**src/rtl/isaRegPkg.sv**
```systemverilog
package isaRegPkg;

  typedef enum logic [1:0] {
    ST_IDLE = 2'd0,
    ST_WAIT = 2'd1,
    ST_HOLD = 2'd2
  } portState_e;

  typedef struct packed {
    logic capIn;     // latch bus write word
    logic loadHold;  // park even byte
    logic clrHold;   // cancel parked byte
    logic capRead;   // latch steered read data
    logic clrOut;    // drop read data at cycle end
  } dpStrobe_t;

endpackage

```
**src/rtl/isaPortData.sv**
```systemverilog
module isaPortData
  import isaRegPkg::*;
#(
  parameter int DATA_W = 16,
  parameter int SEL_W  = 2
) (
  input  logic              clk,
  input  logic              rstN,
  input  dpStrobe_t         strb,
  input  logic [DATA_W-1:0] sdIn,
  input  logic [SEL_W-1:0]  liveSel,
  input  logic              wide,
  input  logic              oddLane,
  input  logic [DATA_W-1:0] regRdata,
  output logic              holdMatch,
  output logic [DATA_W-1:0] regWdata,
  output logic [DATA_W-1:0] sdOut
);
  localparam int BYTE_W = DATA_W / 2;

  logic [DATA_W-1:0] inLatch;
  logic [DATA_W-1:0] rdLatch;
  logic [BYTE_W-1:0] holdByte;
  logic [SEL_W-1:0]  holdSel;
  logic              holdValid;
  logic [DATA_W-1:0] steered;

  always_comb begin
    if (wide)         steered = regRdata;
    else if (oddLane) steered = {{BYTE_W{1'b0}}, regRdata[DATA_W-1:BYTE_W]};
    else              steered = {{BYTE_W{1'b0}}, regRdata[BYTE_W-1:0]};
  end

  always_ff @(posedge clk) begin
    if (!rstN) begin
      inLatch   <= '0;
      rdLatch   <= '0;
      holdByte  <= '0;
      holdSel   <= '0;
      holdValid <= 1'b0;
    end else begin
      if (strb.capIn) inLatch <= sdIn;
      if (strb.clrHold) begin
        holdValid <= 1'b0;
      end else if (strb.loadHold) begin
        holdValid <= 1'b1;
        holdSel   <= liveSel;
        holdByte  <= sdIn[BYTE_W-1:0];
      end
      if (strb.clrOut)       rdLatch <= '0;
      else if (strb.capRead) rdLatch <= steered;
    end
  end

  assign holdMatch = holdValid && (holdSel == liveSel);
  assign regWdata  = wide ? inLatch : {inLatch[BYTE_W-1:0], holdByte};
  assign sdOut     = rdLatch;

endmodule

```
**src/rtl/isaPortCtrl.sv**
```systemverilog
module isaPortCtrl
  import isaRegPkg::*;
#(
  parameter int              ADDR_W    = 10,
  parameter logic [ADDR_W-1:0] BASE_ADDR = 10'h300,
  parameter int              WIN_LSB   = 3,
  parameter int              NUM_REGS  = 3,
  parameter int              SEL_W     = 2
) (
  input  logic              clk,
  input  logic              rstN,
  input  logic              aen,
  input  logic              ioRdN,
  input  logic              ioWrN,
  input  logic [ADDR_W-1:0] addr,
  input  logic              mode16,
  input  logic              regAck,
  input  logic              holdMatch,
  output dpStrobe_t         strb,
  output logic [SEL_W-1:0]  liveSel,
  output logic              curWide,
  output logic              curOdd,
  output logic [SEL_W-1:0]  curSel,
  output logic              regReq,
  output logic              regWr,
  output logic              ioChRdy,
  output logic              ioCs16N,
  output logic              sdOeLo,
  output logic              sdOeHi
);
  portState_e state, nextState;
  logic curRd;
  logic rdAct, wrAct, inWin, offOk, hit;

  assign rdAct   = !ioRdN;
  assign wrAct   = !ioWrN;
  assign inWin   = addr[ADDR_W-1:WIN_LSB] == BASE_ADDR[ADDR_W-1:WIN_LSB];
  assign liveSel = addr[SEL_W:1];
  assign offOk   = int'(liveSel) < NUM_REGS;
  assign hit     = !aen && (rdAct || wrAct) && inWin && offOk;

  always_comb begin
    nextState = state;
    strb      = '0;
    unique case (state)
      ST_IDLE: if (hit) begin
        strb.capIn = 1'b1;
        if (rdAct || mode16) begin
          strb.clrHold = 1'b1;
          nextState    = ST_WAIT;
        end else if (!addr[0]) begin
          strb.loadHold = 1'b1;
          nextState     = ST_HOLD;
        end else if (holdMatch) begin
          nextState = ST_WAIT;
        end else begin
          strb.clrHold = 1'b1;
          nextState    = ST_HOLD;
        end
      end
      ST_WAIT: if (regAck) begin
        strb.capRead = curRd;
        strb.clrHold = !curRd && !curWide;
        nextState    = ST_HOLD;
      end
      ST_HOLD: if (!rdAct && !wrAct) begin
        strb.clrOut = 1'b1;
        nextState   = ST_IDLE;
      end
      default: nextState = ST_IDLE;
    endcase
  end

  always_ff @(posedge clk) begin
    if (!rstN) begin
      state   <= ST_IDLE;
      curRd   <= 1'b0;
      curOdd  <= 1'b0;
      curWide <= 1'b0;
      curSel  <= '0;
    end else begin
      state <= nextState;
      if (state == ST_IDLE && hit) begin
        curRd   <= rdAct;
        curOdd  <= addr[0];
        curWide <= mode16;
        curSel  <= liveSel;
      end
    end
  end

  assign regReq  = state == ST_WAIT;
  assign regWr   = !curRd;
  assign ioChRdy = (state == ST_HOLD) || (state == ST_IDLE && !hit);
  assign ioCs16N = !(mode16 && hit);
  assign sdOeLo  = (state == ST_HOLD) && curRd;
  assign sdOeHi  = sdOeLo && curWide;

endmodule

```
**src/rtl/isaRegPortAdapter.sv**
```systemverilog
module isaRegPortAdapter
  import isaRegPkg::*;
#(
  parameter int                ADDR_W    = 10,
  parameter logic [ADDR_W-1:0] BASE_ADDR = 10'h300
) (
  input  logic              clk,
  input  logic              rstN,
  input  logic              aen,
  input  logic              ioRdN,
  input  logic              ioWrN,
  input  logic [ADDR_W-1:0] addr,
  input  logic [15:0]       sdIn,
  input  logic              mode16,
  output logic [15:0]       sdOut,
  output logic              sdOeLo,
  output logic              sdOeHi,
  output logic              ioChRdy,
  output logic              ioCs16N,
  output logic              regReq,
  output logic              regWr,
  output logic [1:0]        regSel,
  output logic [15:0]       regWdata,
  input  logic [15:0]       regRdata,
  input  logic              regAck
);
  localparam int DATA_W   = 16;
  localparam int NUM_REGS = 3;
  localparam int SEL_W    = $clog2(NUM_REGS);
  localparam int WIN_LSB  = SEL_W + 1;

  dpStrobe_t        strb;
  logic [SEL_W-1:0] liveSel;
  logic             curWide, curOdd, holdMatch;

  isaPortCtrl #(
    .ADDR_W(ADDR_W), .BASE_ADDR(BASE_ADDR), .WIN_LSB(WIN_LSB),
    .NUM_REGS(NUM_REGS), .SEL_W(SEL_W)
  ) ctrl (
    .clk(clk), .rstN(rstN), .aen(aen), .ioRdN(ioRdN), .ioWrN(ioWrN),
    .addr(addr), .mode16(mode16), .regAck(regAck), .holdMatch(holdMatch),
    .strb(strb), .liveSel(liveSel), .curWide(curWide), .curOdd(curOdd),
    .curSel(regSel), .regReq(regReq), .regWr(regWr), .ioChRdy(ioChRdy),
    .ioCs16N(ioCs16N), .sdOeLo(sdOeLo), .sdOeHi(sdOeHi)
  );

  isaPortData #(.DATA_W(DATA_W), .SEL_W(SEL_W)) data (
    .clk(clk), .rstN(rstN), .strb(strb), .sdIn(sdIn), .liveSel(liveSel),
    .wide(curWide), .oddLane(curOdd), .regRdata(regRdata),
    .holdMatch(holdMatch), .regWdata(regWdata), .sdOut(sdOut)
  );

endmodule

```
**config.mk**
```make
export PLATFORM = sky130hd
export DESIGN_NAME = isaRegPortAdapter
export DESIGN_NICKNAME = d
export VERILOG_FILES = /design/src/rtl/isaRegPkg.sv /design/src/rtl/isaPortData.sv /design/src/rtl/isaPortCtrl.sv /design/src/rtl/isaRegPortAdapter.sv
export SDC_FILE = /design/constraint.sdc
export NUM_CORES = 1
export LEC_CHECK = 0
export CAP_MARGIN = 20
export CORE_ASPECT_RATIO = 0.6
export CORE_MARGIN = 5
export CORE_UTILIZATION = 48
export DETAILED_ROUTE_END_ITERATION = 10
export PLACE_DENSITY = 0.86
export SKIP_LAST_GASP = 1
export SLEW_MARGIN = 20
export SYNTH_ARGS = -nofsm -noshare
export SYNTH_HDL_FRONTEND = slang
export SYNTH_SLANG_ARGS = --single-unit
```
**constraint.sdc**
```tcl
create_clock -name clk -period 2.8 [get_ports clk]
set_input_delay 0.84 -clock clk [delete_from_list [all_inputs] [get_ports clk]]
set_output_delay 0.84 -clock clk [all_outputs]
set_load 0.02 [all_outputs]
```
# After elaboration in Yosys (flattened, before gate mapping)
# Cells that the tools add are included.
[word_totals]
ff_bits = 50
latch_bits = 0
mem_bits_rw = 0
mem_bits_ro = 0
in_bits = 49
n_memories = 0
[classes]
add_sub_neg = 0
mul = 0
div_mod_pow = 0
order_cmp = 1
n_eq_ne = 7
shifts = 0
mux = 22
bitwise_logic = 2
reduce_logical = 26
[op_table]
columns = ["operator", "count"]
rows = [
  ["16-bit two-way mux", 2],
  ["2-bit two-way mux", 8],
  ["1-bit logical AND", 11],
  ["1-bit two-way mux", 8],
  ["8-bit two-way mux", 1],
  ["7-bit == test, second input constant", 1],
  ["1-bit zero test", 7],
  ["2-bit by 1-bit inequality test with 1-bit output, second input constant", 3],
  ["2-bit case mux with 3 select lines", 1],
  ["2-bit OR reduction", 2],
  ["1-bit logical OR", 3],
  ["3-bit two-way mux", 1],
  ["3-bit AND reduction", 1],
  ["2-bit by 1-bit == test with 1-bit output, second input constant", 1],
  ["2-bit == test", 1],
  ["2-bit == test, second input constant", 1],
  ["2-bit zero test", 1],
  ["2-bit < comparator, second input constant", 1],
  ["1-bit inverter", 2],
  ["1-bit case mux with 2 select lines", 1],
  ["2-bit AND reduction", 1],
]

# Logic depth before layout (Yosys ltp)
# Gate-level depths: netlist of run 1.
[logic_depth]
ltp_word = 9
mapped_depth = 6
depth_no_buf = 4

# Hierarchy
# A second synthesis of run 1 with hierarchy kept.
[unflattened]
hier_cells = 260
area_unflattened_um2 = 2399.8
[modules_own_cells]
columns = ["mod", "instances", "cells_each", "area_per_inst_um2", "seq_area_each_um2"]
rows = [
  ["isaPortData", 1, 203, 1915.6, 860.8],
  ["isaPortCtrl", 1, 57, 484.2, 140.1],
]

# Least setup slack after synthesis of run 1
# OpenSTA, ideal clock, no wires.
[synth_timing]
path_kind = "input-to-output"
from = "input addr[7]"
to = "output ioChRdy"
arrival_time_ps = 1727
path_slack_ps = 233
cell_stages = 5
cell_sequence = "and4bb_2 > nand3_1 > clkbuf_1 > nor2_1 > nor2_1"
[synth_between]
elab_chain_cells = 6
[synth_rtl]
columns = ["item", "line", "rtl"]
rows = [
  ["start: declaration", "isaRegPortAdapter.sv:12", "input logic [ADDR_W-1:0] addr,"],
  ["7-bit == test", "isaPortCtrl.sv:37", "assign inWin = addr[ADDR_W-1:WIN_LSB] == BASE_ADDR[ADDR_W-1:WIN_LSB];"],
  ["1-bit logical AND (2 in a row)", "isaPortCtrl.sv:40", "assign hit = !aen && (rdAct || wrAct) && inWin && offOk;"],
  ["1-bit zero test", "isaPortCtrl.sv:94", "assign ioChRdy = (state == ST_HOLD) || (state == ST_IDLE && !hit);"],
  ["1-bit logical AND", "isaPortCtrl.sv:94", ""],
  ["1-bit logical OR", "isaPortCtrl.sv:94", ""],
  ["end: declaration", "isaRegPortAdapter.sv:18", "output logic ioChRdy,"],
]
# Every way passes these cells.

# Worst setup path in the final report of run 1
[layout_timing]
from = "input addr[6]"
to = "output ioCs16N"
[layout_between]
elab_chain_cells = 5
[layout_rtl]
columns = ["item", "line", "rtl"]
rows = [
  ["7-bit == test", "isaPortCtrl.sv:37", ""],
  ["1-bit logical AND (2 in a row)", "isaPortCtrl.sv:40", ""],
  ["1-bit logical AND", "isaPortCtrl.sv:95", "assign ioCs16N = !(mode16 && hit);"],
  ["1-bit zero test", "isaPortCtrl.sv:95", ""],
  ["end: declaration", "isaRegPortAdapter.sv:19", "output logic ioCs16N,"],
]
# Every way passes these cells.

==> reports/metrics.yaml, run 1 <==
floorplan:
  std_cell_rows: 20
  die_y_um: 65.0
  die_w_um: 102
  ios: 89
  coreArea_um2: 4980
  start_util: 0.486
  dieArea_um2: 6610
cells_and_area:
  final_layout_size_suffix_gt1_frac: 0.182
  final_common_cell: "clkdlybuf4s50_1"
  mostFrequentLayoutCells: "clkdlybuf4s50_1, nand2_1, dfxtp_1"
  diodes: 0
  multi_input_area_um2: 1290
  fin_area_um2: 3540
  n_fill_cell: 385
  fin_cells: 428
  area_growth_pct: 46.0
  ff_latch_area_um2: 1000
  final_core_util: 0.710
  nets: 411
global_routing:
  grt_pass1_wl_mm: 10.7
  grt_max_degree: 25
  grt_pass1_vias: 2191
  grt_usage: 0.201
  antenna_found_initial: 0
  grt_remaining_overflow: 0
power:
  power.clock.fraction: 0.384
  p_sw_mw: 0.280
  netSwitchingFraction: 0.207
  leakage_nw: 1.25
  ir_drop_v: 0.000281
  seqPwrFrac: 0.525
  intPower_mw: 1.08
  power_frac_comb: 0.091
  powerDensity_nw_per_um2: 383
detailed_routing:
  remaining_drc_errors: 0
  drt_iter0_drc: 98
  via_count: 2252
  avgRoutedWirePerCell_um: 15.5
  drt_first_pass_iters: 5
  wirelength_mm: 6.62
  ant_nets: 0
  viasPerCell: 5.26
placed_design:
  dpl-instance-area_um2: 3380
  dp_hpwl_mm: 4.82
  dp.cells: 419
  place_congestion: 0.776
  port_buffers: 88
sta:
  worst_slew_pin_slew_ns: 0.599
  setup_viol_count_final: 0
  post-route-min-period_ns: 2.71
  slew_headroom: 0.599
  fin_tns_setup_ns: 0
  timing.final.crit_share: 0.968
  holdWs_ns: 0.459
  hold_viol: 0
  final_max_slew_viol_count: 0
  rsz0062_at_grt: "false"
  fmax_mhz: 369
  skew_ns: 0.00388
worst_setup_path:
  cpMaxStageDelayCell: "nor4_4"
  critPathRequiredTime_ns: 1.96
  critPathLaunchType: "input port"
  path_class: "input port to primary output"
  crit_path_max_fanout: 3
  crit_chain: "dlygate4sd2_1 -> nor4_4 -> and3_4 -> nand2_1 -> buf_6"
  max_stage_delay_ns: 0.33
  crit_path_end_kind: "primary output"
  arrival_ns: 1.87
synth:
  ys_seq_area_frac: 0.413
  yosys_warnings: 0
  synth_cell_type_count: 36
  syn_area_um2: 2420
  ys_ff_latch: 50
  syn_inst: 268
  syn_area_per_cell_um2: 9.03
  syn_nets: 317
clock_tree:
  htreeDepth: 2
  cts.path.max_buffers: 2
  cts_tree: "yes"
  insertion_delay_ns: 0.29
  numCtsBuffers: 5
  clkTransAtPathRegs_ns: 0.09
  root_buffer: "clkbuf_8"
  cts.sinks: 50
  hold_buffers: 0
run:
  maxCapViolCount: 0
run_status:
  status: "finished, final reports clean"
hold_path:
  hold_class: "flop to flop"
-- cell usage after synthesis --
master | number | share of area
nor2_1 | 11 | 0.017
buf_6 | 4 | 0.019
buf_4 | 3 | 0.0093
nor3b_1 | 2 | 0.0062
a21boi_2 | 12 | 0.056
nand2_1 | 54 | 0.084
and4_1 | 1 | 0.0036
o21a_1 | 1 | 0.0031
nand4b_1 | 1 | 0.0036
o21ai_0 | 12 | 0.025
inv_1 | 2 | 0.0031
dfxtp_1 | 50 | 0.41
a211oi_2 | 4 | 0.021
nor2b_1 | 1 | 0.0026
a21boi_1 | 8 | 0.025
a21boi_0 | 10 | 0.031
nor4_4 | 1 | 0.0088
buf_8 | 1 | 0.0062
nand4_1 | 1 | 0.0026
nand2b_1 | 1 | 0.0026
and4bb_2 | 1 | 0.0052
mux2_2 | 16 | 0.074
a211oi_1 | 4 | 0.012
a41oi_1 | 1 | 0.0036
nor2b_4 | 1 | 0.0057
and2_1 | 3 | 0.0078
a21oi_1 | 11 | 0.023
clkbuf_1 | 8 | 0.012
o21ai_1 | 1 | 0.0021
o311ai_0 | 1 | 0.0036
mux2i_1 | 9 | 0.037
and3_1 | 2 | 0.0052
nand3_1 | 23 | 0.048
buf_2 | 4 | 0.0083
a22oi_1 | 1 | 0.0031
xnor2_1 | 2 | 0.0072
-- kinds of logic after synthesis --
family,after synthesis,synth area share
simple gates,103,0.202
compound gates,66,0.208
flops,50,0.413
mux,25,0.112
buf+inv,22,0.0579
xor+xnor,2,0.00724
-- state kept, by name (all words and copies together), names as in the netlist --
| register | count |
|---|---|
| data.inLatch | 16 |
| data.holdSel | 2 |
| data.holdByte | 8 |
| ctrl.curOdd | 1 |
| ctrl.curWide | 1 |
| ctrl.curSel | 2 |
| data.holdValid | 1 |
| data.sdOut | 16 |
| ctrl.state | 2 |
| ctrl.curRd | 1 |
-- layer usage --
metal | global-route usage | vias up | part of all wire
li1 | - | 1122 | -
met2 | 0.292 | 66 | 0.43
met5 | 0 | - | 0
met3 | 0.0441 | 6 | 0.054
met4 | 0.0464 | 0 | 0.0079
met1 | 0.301 | 1058 | 0.51
-- critical path, delay by kind of cell --
kind / cells / cell delay (ns)
AND/OR/NAND/NOR: 3 / 0.64
buffers and inverters: 2 / 0.38
-- per-stage QoR --
stage | worst slack [ns] | total power, mW
after global placement | -0.478 | 0.851
after CTS | -0.00918 | 1.36
final | 0.0891 | 1.36
after floorplan | 0.233 | 0.761
after global routing | 0.00480 | 1.41
after detailed placement | -0.501 | 0.852
-- layout make-up --
type | count | share of cell area
clock inverters | 1 | 0.00849
well taps | 66 | 0.0234
repair buffers | 107 | 0.293
clock buffers | 6 | 0.0234
inverters | 2 | 0.00212
flip-flops and latches | 50 | 0.283
multi-input cells | 196 | 0.366
-- path summary, 6_finish.rpt --
path,from,to,slack [ns],cells after the start
worst max register to register,ctrl.curWide$_SDFFE_PN0P_,data.sdOut[5]$_SDFFE_PP0P_,1.25,6
worst max-delay path,addr[6],ioCs16N,0.09,5
worst min register to register,data.sdOut[13]$_SDFFE_PP0P_,data.sdOut[13]$_SDFFE_PP0P_,0.46,2
worst min-delay path,data.sdOut[13]$_SDFFE_PP0P_,data.sdOut[13]$_SDFFE_PP0P_,0.46,2
-- repair_timing --
action                                  in CTS  in global routing
endpoints found under the hold margin        0                  0
endpoints found under the setup margin       2                  2
buffers inserted                             1                  1
gates cloned                                 0                  0
pin swaps                                    5                  7
gates resized for setup                     16                 10
-- power groups by stage --
stage	Clock [mW]	Combinational [mW]	Sequential [mW]
after floorplan	0	0.0331	0.728
after detailed placement	0	0.124	0.728
after global routing	0.568	0.132	0.712
after CTS	0.528	0.124	0.711
after global placement	0	0.124	0.728
final	0.520	0.124	0.711
Power figures use the tool's default switching activity.
==> run 2, diff against run 1 <==
--- a/config.mk
+++ b/config.mk
@@ -8,11 +8,11 @@
 export CAP_MARGIN = 20
 export CORE_ASPECT_RATIO = 0.6
 export CORE_MARGIN = 5
-export CORE_UTILIZATION = 48
+export CORE_UTILIZATION = 65
 export DETAILED_ROUTE_END_ITERATION = 10
-export PLACE_DENSITY = 0.86
+export DONT_BUFFER_PORTS = 1
+export PLACE_DENSITY = 0.81
 export SKIP_LAST_GASP = 1
-export SLEW_MARGIN = 20
 export SYNTH_ARGS = -nofsm -noshare
 export SYNTH_HDL_FRONTEND = slang
 export SYNTH_SLANG_ARGS = --single-unit
==> reports/metrics.yaml, run 2 (synthesis results as in run 1) <==
worst_setup_path:
  max_stage_delay_ns: 0.31  # -0.02 ns
  critPathRequiredTime_ns: 1.96  # about the same
  path_class: "input port to primary output"
  crit_path_max_fanout: 4  # +1
  critPathTopFamily: "simple AND/OR/NAND/NOR gates"
  crit_path_end_kind: "primary output"
  crit_chain: "and4bb_2 -> nand3_1 -> nor2_1 -> nor2_1"
  cpMostUsedCell: "nor2_1"
  cpMaxStageDelayCell: "nor2_1"
  arrival_ns: 1.56  # -0.31 ns
  critPathBufInv: 0  # -2
  critPathLaunchType: "input port"
detailed_routing:
  drt_iter0_drc: 118  # +20%
  remaining_drc_errors: 0  # unchanged
  ant_nets: 0  # unchanged
  avgRoutedWirePerCell_um: 18.2  # +18%
  via_count: 1869  # -17%
  viasPerCell: 6.03  # +15%
  wirelength_mm: 5.64  # -15%
  drt_first_pass_iters: 4  # -1
clock_tree:
  numCtsBuffers: 5  # unchanged
  cts.path.max_buffers: 2  # unchanged
  clkTransAtPathRegs_ns: 0.08  # about the same
  htreeDepth: 2  # unchanged
  cts.sinks: 50  # unchanged
  root_buffer: "clkbuf_8"
  postCtsSetupBuffers: 0  # -1
  insertion_delay_ns: 0.30  # about the same
  hold_buffers: 0  # unchanged
  cts_tree: "yes"
  ctsResizeCount: 0  # -16
sta:
  worst_slew_pin_slew_ns: 0.861  # +0.261 ns
  holdWs_ns: 0.461  # +0.00201 ns
  fmax_mhz: 417  # +13%
  slew_headroom: 0.425  # -0.174
  hold_viol: 0  # unchanged
  setup_viol_count_final: 0  # unchanged
  rsz0062_at_grt: "false"
  post-route-min-period_ns: 2.40  # -0.316 ns
  fin_tns_setup_ns: 0  # unchanged
  skew_ns: 0.00616  # +0.00228 ns
  timing.final.crit_share: 0.855  # -0.113
  final_max_slew_viol_count: 0  # unchanged
cells_and_area:
  diodes: 0  # unchanged
  final_layout_size_suffix_gt1_frac: 0.183  # +0.000189
  fin_area_um2: 2480  # -30%
  final_common_cell: "nand2_1"
  mostFrequentLayoutCells: "nand2_1, dfxtp_1, nand3_1"
  nets: 312  # -24%
  fin_cells: 310  # -28%
  area_growth_pct: 2.58
floorplan:
  die_w_um: 88.8  # -13%
  start_util: 0.666  # +0.179
  std_cell_rows: 17  # -15%
  die_y_um: 57.3  # -12%
  coreArea_um2: 3640  # -27%
  dieArea_um2: 5090  # -23%
  ios: 89  # unchanged
global_routing:
  grt_usage: 0.228  # +0.0270
  grt_max_degree: 38  # +52%
  antenna_found_initial: 0  # unchanged
  grt-busiest-layer: "met2"
  grt_pass1_vias: 1830  # -16%
  met1_usage: 0.318  # +0.0173
  grt_remaining_overflow: 0  # unchanged
  grt_pass1_wl_mm: 8.97  # -16%
  met3_usage: 0.0823  # +0.0382
  grtUsageMet2: 0.322  # +0.0309
power:
  p_sw_mw: 0.233  # -17%
  leakage_nw: 0.778  # -38%
  ir_drop_v: 0.000279  # -0.57%
  seqPwrFrac: 0.628  # +0.103
  netSwitchingFraction: 0.206  # -0.00109
  power_frac_comb: 0.028  # -0.063
  power.clock.fraction: 0.343  # -0.041
  intPower_mw: 0.899  # -16%
  powerDensity_nw_per_um2: 456  # +19%
run:
  maxCapViolCount: 0  # unchanged
placed_design:
  dp_hpwl_mm: 4.19  # -13%
  port_buffers: 0  # -100%
  dpl-instance-area_um2: 2410  # -29%
  place_congestion: 0.774  # -0.28%
  dp.cells: 303  # -28%
hold_path:
  hold_class: "flop to flop"
run_status:
  status: "finished, final reports clean"
## run 2: cell types whose count changed in the layout (fill, tap and decap cells not counted), moves of 2 or more
cell             before  now
clkdlybuf4s50_1      74    0
dlygate4sd2_1         4    0
dlymetal6s2s_1        8    0
buf_4                20    8
clkbuf_1              0    2
## run 2: routing by layer
layer	vias up	part of all wire
li1	921	-
met1	880	0.47
met2	65	0.43
met3	3	0.088
met4	0	0.0064
met5	-	0
## run 2: power groups by stage
stage,Sequential [mW],Clock [mW],Combinational (mW)
2_1_floorplan,0.728,0,0.0331
3_3_place_gp,0.728,0,0.0314
3_5_place_dp,0.728,0,0.0317
4_1_cts,0.711,0.400,0.0320
5_1_grt,0.711,0.433,0.0348
6_report,0.711,0.389,0.0320
## run 2: layout make-up
| cell class | count | area [um^2] |
|---|---|---|
| Multi-Input combinational cell | 196 | 1280 |
| Fill cell | 289 | 1150 |
| Sequential cell | 50 | 1000 |
| Clock buffer | 7 | 76.3 |
| Timing Repair Buffer | 8 | 60.1 |
| Tap cell | 47 | 58.8 |
| Inverter | 2 | 7.51 |
## run 2: final timing paths
path	startpoint	end	slack [ns]	cells after the start
worst max register to register	ctrl.state[0]$_SDFFE_PN0P_	data.sdOut[15]$_SDFFE_PP0P_	0.91	4
worst max-delay path	addr[7]	ioChRdy	0.40	4
worst min-delay path	data.inLatch[13]$_SDFFE_PN0P_	data.inLatch[13]$_SDFFE_PN0P_	0.46	2
worst min register to register	data.inLatch[13]$_SDFFE_PN0P_	data.inLatch[13]$_SDFFE_PN0P_	0.46	2
## run 2: metrics by stage
step           setup WS (ns)  power (mW)   util
6_report               0.405        1.13  0.683
5_1_grt                0.323        1.18  0.683
4_1_cts                0.387        1.14  0.683
3_5_place_dp           0.390       0.760  0.662
3_3_place_gp           0.403       0.759  0.662
2_1_floorplan          0.233       0.761      -
## run 2: worst min-delay path, delay by kind of cell, from the launching register on
| kind | cells | cell delay, ns |
|---|---|---|
| flip-flops | 1 | 0.31 |
| AO/OA/AOI/OAI | 1 | 0.05 |
| AND/OR/NAND/NOR | 1 | 0.06 |
